==> config.mk <==
export PLATFORM = sky130hd
export DESIGN_NAME = tx_pause_ctrl
export DESIGN_NICKNAME = d
export VERILOG_FILES = /design/src/rtl/tpc_pkg.sv /design/src/rtl/tpc_cmd_sched.sv /design/src/rtl/tpc_holdoff.sv /design/src/rtl/tpc_ctrl_gen.sv /design/src/rtl/tx_pause_ctrl.sv
export SDC_FILE = /design/constraint.sdc
export NUM_CORES = 1
export LEC_CHECK = 0
export BUFFER_PORTS_ARGS = -buffer_cell sky130_fd_sc_hd__buf_2
export CELL_PAD_IN_SITES_DETAIL_PLACEMENT = 0
export CELL_PAD_IN_SITES_GLOBAL_PLACEMENT = 2
export CORE_MARGIN = 4
export CORE_UTILIZATION = 32
export CTS_CLUSTER_DIAMETER = 60
export DETAILED_ROUTE_END_ITERATION = 10
export PLACE_DENSITY = 0.93
export SETUP_SLACK_MARGIN = 0.02
export SKIP_CTS_REPAIR_TIMING = 1
export SLEW_MARGIN = 20
export SYNTH_ARGS = -nofsm -noshare
export SYNTH_HDL_FRONTEND = slang
export SYNTH_HIERARCHICAL = 1
export SYNTH_SLANG_ARGS = --single-unit
==> constraint.sdc <==
create_clock -name clk -period 6.75 [get_ports clk]
set_input_delay 1.0125 -clock clk [delete_from_list [all_inputs] [get_ports clk]]
set_output_delay 1.0125 -clock clk [all_outputs]
set_load 0.05 [all_outputs]
==> src/rtl/tpc_pkg.sv <==
package tpc_pkg;
    localparam int FRAME_BYTES = 60;
    localparam int IDX_W       = $clog2(FRAME_BYTES);
    localparam int QUANTA_W    = 16;
    localparam int ADDR_W      = 48;

    typedef enum logic [1:0] {
        TX_IDLE = 2'd0,
        TX_DATA = 2'd1,
        TX_CTRL = 2'd2
    } tx_state_e;

    typedef struct packed {
        logic       valid;
        logic [7:0] data;
        logic       last;
    } tx_beat_t;

    // Byte at position idx of a flow-control frame (before FCS).
    function automatic logic [7:0] ctrl_frame_byte(
        input logic [IDX_W-1:0]    idx,
        input logic [ADDR_W-1:0]   sa,
        input logic [QUANTA_W-1:0] q
    );
        int i;
        i = int'(idx);
        if (i >= 6 && i <= 11)
            return sa[8*(11-i) +: 8];
        case (i)
            0:       return 8'h01;
            1:       return 8'h80;
            2:       return 8'hC2;
            3:       return 8'h00;
            4:       return 8'h00;
            5:       return 8'h01;
            12:      return 8'h88;
            13:      return 8'h08;
            14:      return 8'h00;
            15:      return 8'h01;
            16:      return q[15:8];
            17:      return q[7:0];
            default: return 8'h00;
        endcase
    endfunction
endpackage

==> src/rtl/tpc_cmd_sched.sv <==
module tpc_cmd_sched (
    input  logic clk,
    input  logic rst,
    input  logic cmd_start,
    input  logic cmd_halt,
    input  logic cmd_ctrl_q,
    input  logic cmd_ctrl_z,
    input  logic in_data_frame,
    input  logic take_q,
    input  logic take_z,
    output logic run_o,
    output logic data_permit_o,
    output logic pend_q_o,
    output logic pend_z_o
);
    logic run, halt_pend, pend_q, pend_z;

    always_ff @(posedge clk) begin
        if (rst) begin
            run       <= 1'b0;
            halt_pend <= 1'b0;
            pend_q    <= 1'b0;
            pend_z    <= 1'b0;
        end else begin
            if (halt_pend && !in_data_frame) begin
                run       <= 1'b0;
                halt_pend <= 1'b0;
            end
            if (cmd_halt)
                halt_pend <= 1'b1;
            if (cmd_start) begin
                run       <= 1'b1;
                halt_pend <= 1'b0;
            end
            if (take_q)     pend_q <= 1'b0;
            if (cmd_ctrl_q) pend_q <= 1'b1;
            if (take_z)     pend_z <= 1'b0;
            if (cmd_ctrl_z) pend_z <= 1'b1;
        end
    end

    assign run_o         = run;
    assign data_permit_o = run & ~halt_pend;
    assign pend_q_o      = pend_q;
    assign pend_z_o      = pend_z;
endmodule

==> src/rtl/tpc_holdoff.sv <==
module tpc_holdoff #(
    parameter int CYC_PER_QUANTUM = 64,
    parameter int QW              = 16
) (
    input  logic          clk,
    input  logic          rst,
    input  logic          load,
    input  logic [QW-1:0] load_quanta,
    output logic          hold_o
);
    localparam int SUB_W = $clog2(CYC_PER_QUANTUM > 1 ? CYC_PER_QUANTUM : 2);
    localparam logic [SUB_W-1:0] SUB_MAX = SUB_W'(CYC_PER_QUANTUM - 1);

    logic [QW-1:0]    quanta_left;
    logic [SUB_W-1:0] sub;

    always_ff @(posedge clk) begin
        if (rst) begin
            quanta_left <= '0;
            sub         <= '0;
        end else if (load) begin
            quanta_left <= load_quanta;
            sub         <= '0;
        end else if (quanta_left != '0) begin
            if (sub == SUB_MAX) begin
                sub         <= '0;
                quanta_left <= quanta_left - 1'b1;
            end else begin
                sub <= sub + 1'b1;
            end
        end
    end

    assign hold_o = (quanta_left != '0);
endmodule

==> src/rtl/tpc_ctrl_gen.sv <==
module tpc_ctrl_gen
    import tpc_pkg::*;
(
    input  logic                clk,
    input  logic                rst,
    input  logic                launch,
    input  logic [QUANTA_W-1:0] launch_quanta,
    input  logic [ADDR_W-1:0]   station_addr,
    input  logic                advance,
    output logic [7:0]          byte_o,
    output logic                last_o,
    output logic [QUANTA_W-1:0] quanta_o
);
    localparam logic [IDX_W-1:0] LAST_IDX = IDX_W'(FRAME_BYTES - 1);

    logic [IDX_W-1:0]    idx;
    logic [QUANTA_W-1:0] quanta;

    always_ff @(posedge clk) begin
        if (rst) begin
            idx    <= '0;
            quanta <= '0;
        end else if (launch) begin
            idx    <= '0;
            quanta <= launch_quanta;
        end else if (advance) begin
            idx <= (idx == LAST_IDX) ? '0 : idx + 1'b1;
        end
    end

    assign byte_o   = ctrl_frame_byte(idx, station_addr, quanta);
    assign last_o   = (idx == LAST_IDX);
    assign quanta_o = quanta;
endmodule

==> src/rtl/tx_pause_ctrl.sv <==
module tx_pause_ctrl
    import tpc_pkg::*;
#(
    parameter int CYC_PER_QUANTUM = 64
) (
    input  logic        clk,
    input  logic        rst,
    input  logic        cmd_start,
    input  logic        cmd_halt,
    input  logic        cmd_pause,
    input  logic        cmd_zero_pause,
    input  logic [15:0] pause_quanta_cfg,
    input  logic [47:0] station_addr,
    input  logic        pause_en,
    input  logic        full_duplex,
    input  logic        crs,
    input  logic        col,
    input  logic        rx_pause_valid,
    input  logic [15:0] rx_pause_quanta,
    input  logic        src_valid,
    input  logic [7:0]  src_data,
    input  logic        src_last,
    output logic        src_ready,
    output logic        tx_valid,
    output logic [7:0]  tx_data,
    output logic        tx_last,
    input  logic        tx_ready,
    output logic        tx_enabled,
    output logic        pause_hold,
    output logic        rx_allowed
);
    tx_state_e           state, state_nxt;
    logic                medium_ok, take_q, take_z, start_data;
    logic                data_permit, pend_q, pend_z, run;
    logic [7:0]          ctrl_byte;
    logic                ctrl_last;
    logic [QUANTA_W-1:0] ctrl_quanta;
    tx_beat_t            beat;

    tpc_cmd_sched u_sched (
        .clk           (clk),
        .rst           (rst),
        .cmd_start     (cmd_start),
        .cmd_halt      (cmd_halt),
        .cmd_ctrl_q    (cmd_pause),
        .cmd_ctrl_z    (cmd_zero_pause),
        .in_data_frame (state == TX_DATA),
        .take_q        (take_q),
        .take_z        (take_z),
        .run_o         (run),
        .data_permit_o (data_permit),
        .pend_q_o      (pend_q),
        .pend_z_o      (pend_z)
    );

    tpc_holdoff #(
        .CYC_PER_QUANTUM (CYC_PER_QUANTUM),
        .QW              (QUANTA_W)
    ) u_hold (
        .clk         (clk),
        .rst         (rst),
        .load        (rx_pause_valid & pause_en),
        .load_quanta (rx_pause_quanta),
        .hold_o      (pause_hold)
    );

    tpc_ctrl_gen u_gen (
        .clk           (clk),
        .rst           (rst),
        .launch        (take_q | take_z),
        .launch_quanta (take_z ? '0 : pause_quanta_cfg),
        .station_addr  (station_addr),
        .advance       ((state == TX_CTRL) & tx_ready),
        .byte_o        (ctrl_byte),
        .last_o        (ctrl_last),
        .quanta_o      (ctrl_quanta)
    );

    always_comb begin
        medium_ok  = full_duplex | ~(crs | col);
        take_z     = (state == TX_IDLE) & medium_ok & pend_z;
        take_q     = (state == TX_IDLE) & medium_ok & pend_q & ~pend_z;
        start_data = (state == TX_IDLE) & medium_ok & ~pend_z & ~pend_q &
                     data_permit & ~pause_hold & src_valid;

        state_nxt = state;
        case (state)
            TX_IDLE: begin
                if (take_z || take_q) state_nxt = TX_CTRL;
                else if (start_data)  state_nxt = TX_DATA;
            end
            TX_DATA: if (src_valid && tx_ready && src_last) state_nxt = TX_IDLE;
            TX_CTRL: if (tx_ready && ctrl_last)             state_nxt = TX_IDLE;
            default: state_nxt = TX_IDLE;
        endcase

        beat = '0;
        case (state)
            TX_DATA: beat = '{valid: src_valid, data: src_data, last: src_last};
            TX_CTRL: beat = '{valid: 1'b1, data: ctrl_byte, last: ctrl_last};
            default: beat = '0;
        endcase
    end

    always_ff @(posedge clk) begin
        if (rst) state <= TX_IDLE;
        else     state <= state_nxt;
    end

    assign tx_valid   = beat.valid;
    assign tx_data    = beat.data;
    assign tx_last    = beat.last;
    assign src_ready  = (state == TX_DATA) & tx_ready;
    assign tx_enabled = run;
    assign rx_allowed = full_duplex | (state == TX_IDLE);
endmodule

==> results of run 1 <==
==> kinds of logic after synthesis <==
family / count (synthesis)
flops: 50
simple gates: 190
mux: 37
compound gates: 98
buf+inv: 44
fa+ha+maj: 14
xor+xnor: 5
==> worst reg2reg max path, delay by kind of cell, from the launching register on <==
| family | cells | cell delay [ns] |
|---|---|---|
| AO/OA/AOI/OAI | 2 | 0.31 |
| buffers and inverters | 2 | 0.36 |
| adder cells (fa/ha/maj) | 1 | 0.18 |
| flip-flops | 1 | 0.34 |
| AND/OR/NAND/NOR | 4 | 1.34 |
==> cell type report <==
class | count | share of cell area
flip-flops and latches | 50 | 0.222
multi-input cells | 344 | 0.554
well taps | 143 | 0.0397
clock buffers | 5 | 0.0277
repair buffers | 116 | 0.130
clock inverters | 3 | 0.00999
inverters | 19 | 0.0169
==> sequential cells by signal (all words and copies together), names as in the netlist <==
signal and cells:
u_gen/quanta_o 16, u_hold/quanta_left 16, u_gen/idx 6, u_hold/sub 6
state 2, u_sched/halt_pend 1, u_sched/pend_q_o 1, u_sched/pend_z_o 1
u_sched/run_o 1
==> routing by layer <==
metal,track usage,up-vias,share of wire
met2,0.289,122,0.48
met3,0.0269,11,0.076
met1,0.190,1719,0.43
met5,0,-,0
met4,0.0480,0,0.015
li1,-,1825,-
==> power by group through the flow <==
stage / logic (µW) / clock network [µW] / registers, µW
floorplan: 109 / 0 / 333
global placement: 157 / 0 / 338
detailed placement: 160 / 0 / 338
CTS: 161 / 294 / 332
global route: 178 / 304 / 335
finish: 160 / 286 / 332
==> final timing paths <==
| kind | from | to | cells past startpoint |
|---|---|---|---|
| setup / recovery | u_gen/idx[0]$_SDFFE_PP0P_ | tx_data[0] | 9 |
| hold / removal | u_hold/sub[4]$_SDFFE_PP0P_ | u_hold/sub[4]$_SDFFE_PP0P_ | 2 |
| setup reg to reg | u_hold/quanta_left[1]$_SDFFE_PP0P_ | state[1]$_SDFFE_PP0P_ | 9 |
| hold reg to reg | u_hold/sub[4]$_SDFFE_PP0P_ | u_hold/sub[4]$_SDFFE_PP0P_ | 2 |
==> Yosys cell counts, types with 3 or more instances <==
cell type,instances,area (µm²)
or3_1,9,56.3
dfxtp_1,50,1000
nand2b_1,7,43.8
clkbuf_1,10,37.5
a22oi_1,12,90.1
nor2b_1,11,68.8
buf_2,5,25.0
nand3_1,13,65.1
a311oi_1,10,87.6
clkbuf_8,3,41.3
buf_6,5,56.3
nor2_1,49,184
a221oi_1,6,52.6
o22ai_1,7,43.8
nor4_1,4,25.0
o21ai_0,11,55.1
nand2_1,21,78.8
and3_1,5,31.3
o211ai_1,3,22.5
a21oi_1,21,105
mux2i_1,27,270
nand4_1,7,43.8
o31ai_1,3,22.5
xnor2_1,4,35.0
inv_1,17,63.8
mux2_2,7,78.8
or4_1,6,45.0
ha_1,14,175
and2_1,20,125
nor3_1,12,60.1
o21ai_1,4,20.0
==> metrics by stage <==
stage	hold slack (ns)	utilization
2_1_floorplan	0.442	-
3_3_place_gp	0.455	0.379
3_5_place_dp	0.472	0.379
4_1_cts	0.483	0.394
5_1_grt	0.525	0.395
6_report	0.480	0.395
==> metrics.yaml, run 1 <==
place:
  place_area_um2: 4330
  hpwl_um: 8570
  io_buffer_count: 115
  dp_cells: 671
  routabilityCongestion: 0.879
  place_ws_ns: 2.94
floorplan:
  rows: 39
  start_util: 0.328
  die_area_um2: 13500
  die_w_um: 116
  coreArea_um2: 11400
  fp.dieH_um: 116
  ios: 116
setup_path:
  critPathLaunchType: "flop"
  critical_path.max_fanout: 19
  endpoint_kind: "primary output"
  required_ns: 5.74
  cp_slowest_stage_delay_ns: 0.91
  slowest_stage: "dfxtp_1"
  crit_chain: "inv_1 -> ha_1 -> a222oi_1 -> nor3_1 -> a221oi_1 -> o22ai_1 -> a22oi_1 -> nor2b_1 -> buf_2"
  path_delay_family: "compound AO/OA/AOI/OAI gates"
  rrSetupSlack_ns: 4.11
  path_class: "reg2out"
  worstPathArrival_ns: 3.09
  critPathBufInv: 2
synth:
  synthXorXnorAreaFrac: 0.0117
  synth-adder-area-share: 0.0468
  netlist-cell-type-count: 71
  ys_ff_latch: 50
  yosys_most_used_dff: "dfxtp_1"
  netlist_area_um2: 3740
  synth_edf_count: 0
  syn-num-nets: 554
  synthSimpleGateAreaFrac: 0.298
  synth_top_family_by_area: "simple AND/OR/NAND/NOR gates"
  synthCells: 438
  synth-compound-area-share: 0.196
  yosysWarnings: 6
  async_reset_ff_frac: 0
  ys_seq_area_frac: 0.268
  syn_avg_cell_area_um2: 8.54
  synthMuxAreaShare: 0.113
final_layout:
  stdcell_count: 680
  fillCellCount: 1213
  final_common_cell: "buf_2"
  antenna_cells: 0
  final_cell_mix: "buf_2 (115), dfxtp_1 (50), nor2_1 (49)"
  regArea_um2: 1000
  area_growth_pct: 20.6
  multi_input_area_um2: 2500
  layout-drive-gt1-share: 0.298
  design_area_um2: 4510
  nNetsFinal: 652
job:
  maxCapViolations: 0
sta:
  slew_violations: 0
  worstMarginPinSlew_ns: 0.970
  setup_tns_ns: 0
  skew_ns: 0.00805
  fin_ws_ns: 2.64
  timing.fmax_mhz: 243
  relSlewSlack: 0.353
  setup_viol: 0
  fin_crit_sh: 0.608
  hold_viol: 0
  layout_min_cycle_time_ns: 4.11
  grt_setup_unrepaired: "false"
global_routing:
  grt_pass1_vias: 3651
  grt_pass1_wl_um: 17500
  gr-usage-all-layers: 0.158
  antenna_found_initial: 0
  gr-total-overflow: 0
  grt_max_degree: 50
power_and_ir_drop:
  p_int_uw: 564
  power.share.combinational: 0.206
  leakage_uw: 0.00180
  switching_power_uw: 213
  power.total_uw: 777
  vdd_drop_max_mv: 0.102
  pwr-share-clk: 0.368
  pwr-share-seq: 0.427
  switching_share: 0.274
  pwr_density_cell_nw_per_um2: 172
run_status:
  status: "complete, no violations"
routing:
  wirelength_um: 10900
  dr.pass1.iters: 4
  drtIter0Drc: 248
  post_drt_wl_per_cell_um: 16.0
  vias_per_cell: 5.41
  drc: 0
  postRouteAntennaNets: 0
  vias: 3677
clocking:
  clkTransAtPathRegs_ns: 0.07
  cts_tree: "built"
  clockBufferDepth: 2
  numCtsBuffers: 5
  root_buffer: "clkbuf_16"
  clk_latency_ns: 0.29
  clock_sinks: 50
  cts_max_level: 2
min_path:
  holdCritPathClass: "reg2reg"
Power figures use the tool's default switching activity.
==> run 2, diff against run 1 <==
--- a/config.mk
+++ b/config.mk
@@ -9,10 +9,10 @@
 export CELL_PAD_IN_SITES_DETAIL_PLACEMENT = 0
 export CELL_PAD_IN_SITES_GLOBAL_PLACEMENT = 2
 export CORE_MARGIN = 4
-export CORE_UTILIZATION = 32
+export CORE_UTILIZATION = 30
 export CTS_CLUSTER_DIAMETER = 60
 export DETAILED_ROUTE_END_ITERATION = 10
-export PLACE_DENSITY = 0.93
+export PLACE_DENSITY = 0.88
 export SETUP_SLACK_MARGIN = 0.02
 export SKIP_CTS_REPAIR_TIMING = 1
 export SLEW_MARGIN = 20
==> constraint.sdc (replaced) <==
create_clock -name clk -period 4.1 [get_ports clk]
set_input_delay 0.615 -clock clk [delete_from_list [all_inputs] [get_ports clk]]
set_output_delay 0.615 -clock clk [all_outputs]
set_load 0.05 [all_outputs]
==> run 2 against run 1 <==
Effect of this change: highest routed layer unchanged; register-to-register slack lost 2.7 ns; worst setup slack lost 2.1 ns; cell count grew 4.1%; power grew 59%; design area grew 0.78%; critical path type unchanged.
==> metrics.yaml, run 2 (synthesis results as in run 1) <==
setup_path:
  endpoint_kind: "primary output"
  worstPathArrival_ns: 2.91  # -0.18 ns
  path_class: "reg2out"
  critPathLaunchType: "flop"
  required_ns: 3.48  # -2.26 ns
  critical_path.max_fanout: 14  # -5
sta:
  slew_violations: 0  # unchanged
  skew_ns: 0.00984  # +0.00179 ns
  setup_viol: 0  # unchanged
  layout_min_cycle_time_ns: 3.52
  timing.fmax_mhz: 284
  worstMarginPinSlew_ns: 0.731  # -0.239 ns
  relSlewSlack: 0.512  # +0.159
  whs_ns: 0.478  # -0.00200 ns
  setup_tns_ns: 0  # unchanged
  fin_crit_sh: 0.860
  grt_setup_unrepaired: "false"
  hold_viol: 0  # unchanged
routing:
  met1Wirelength_um: 4880  # +4.7%
  drc: 0  # unchanged
  dr_wl_met2_um: 5350  # +1.9%
  drtIter0Drc: 243  # -2.0%
  wl_met3_um: 877  # +5.4%
  vias_per_cell: 5.23  # -3.2%
  postRouteAntennaNets: 0  # unchanged
  wirelength_um: 11200  # +2.9%
  dr.pass1.iters: 5  # +1
  vias: 3706  # +0.79%
  maxUsedRoutingLayer: "met4"
  post_drt_wl_per_cell_um: 15.8  # -1.2%
clocking:
  clk_latency_ns: 0.29  # about the same
  root_buffer: "clkbuf_16"
  cts_tree: "built"
  cts_max_level: 2  # unchanged
  clockBufferDepth: 2  # unchanged
  clock_sinks: 50  # unchanged
  numCtsBuffers: 5  # unchanged
  clkTransAtPathRegs_ns: 0.07  # about the same
power_and_ir_drop:
  pwr_density_cell_nw_per_um2: 273  # +58%
  vdd_drop_max_mv: 0.148  # +45%
  pwr-share-seq: 0.439  # +0.012
  switching_share: 0.287  # +0.0128
  pwr-share-clk: 0.345  # -0.023
  p_int_uw: 884  # +57%
  switching_power_uw: 356  # +67%
  leakage_uw: 0.00181  # +0.70%
  power.share.combinational: 0.216  # +0.010
final_layout:
  final_common_cell: "buf_2"
  antenna_cells: 0  # unchanged
  postLayoutCoreUtil: 0.375  # -0.0197
  final_cell_mix: "buf_2 (115), dfxtp_1 (50), nor2_1 (49)"
  stdcell_count: 708  # +4.1%
  design_area_um2: 4550  # +0.78%
  layout-drive-gt1-share: 0.302  # +0.00390
  area_growth_pct: 21.5
  fillCellCount: 1251  # +3.1%
  nNetsFinal: 655  # +0.46%
place:
  dp_cells: 699  # +4.2%
  routabilityCongestion: 0.872  # -0.81%
  place_area_um2: 4380  # +1.2%
  hpwl_um: 8710  # +1.6%
  io_buffer_count: 115  # unchanged
job:
  maxCapViolations: 0  # unchanged
global_routing:
  grt_max_degree: 27  # -46%
  antenna_found_initial: 0  # unchanged
  gr-total-overflow: 0  # unchanged
  grt_pass1_wl_um: 18200  # +4.4%
  gr-usage-all-layers: 0.153  # -0.00516
  grt_pass1_vias: 3604  # -1.3%
min_path:
  holdCritPathClass: "reg2reg"
floorplan:
  fp.dieH_um: 120  # +3.1%
  ios: 116  # unchanged
  die_area_um2: 14300  # +6.2%
  coreArea_um2: 12100  # +6.1%
  die_w_um: 120  # +3.1%
  rows: 40  # +2.6%
  start_util: 0.309  # -0.0187
run_status:
  status: "complete, no violations"
[run 2: through the flow]
stage	total power (µW)	setup slack, ns
floorplan	728	1.19
global placement	818	1.07
detailed placement	823	0.939
CTS	1260	0.616
global route	1310	0.386
finish	1240	0.576
[run 2: power by group through the flow]
stage | sequential (µW) | clock (µW) | combinational, µW
after CTS | 544 | 443 | 269
after global routing | 549 | 458 | 298
after detailed placement | 555 | 0 | 267
final | 545 | 427 | 268
after global placement | 555 | 0 | 263
after floorplan | 548 | 0 | 180
[run 2: final timing paths]
kind	from	endpoint	slack, ns	cells past startpoint
setup / recovery	u_gen/idx[2]$_SDFFE_PP0P_	tx_data[0]	0.58	9
hold / removal	u_hold/sub[4]$_SDFFE_PP0P_	u_hold/sub[4]$_SDFFE_PP0P_	0.48	2
hold reg to reg	u_hold/sub[4]$_SDFFE_PP0P_	u_hold/sub[4]$_SDFFE_PP0P_	0.48	2
setup reg to reg	u_hold/quanta_left[1]$_SDFFE_PP0P_	state[0]$_SDFFE_PP0P_	1.41	9
[run 2: routing by layer]
metal / vias to the layer above / track usage
met4: 0 / 0.0329
li1: 1828 / -
met3: 11 / 0.0320
met5: - / 0
met1: 1712 / 0.195
met2: 155 / 0.267
[run 2: final cells by class]
type	count	area, µm²	area share
well taps	168	210	0.0462
clock buffers	6	139	0.0306
repair buffers	119	609	0.134
clock inverters	2	12.5	0.00275
multi-input cells	344	2500	0.549
flip-flops and latches	50	1000	0.220
inverters	19	76.3	0.0168
[run 2: critical path, stage by stage (launching register included)]
cell and delay (ns):
dfxtp_1 0.65, inv_1 0.29, ha_1 0.31, a222oi_1 0.35, nor3_1 0.09, a221oi_1 0.28, o22ai_1 0.16, a22oi_1 0.21
nor2b_1 0.07, buf_2 0.21
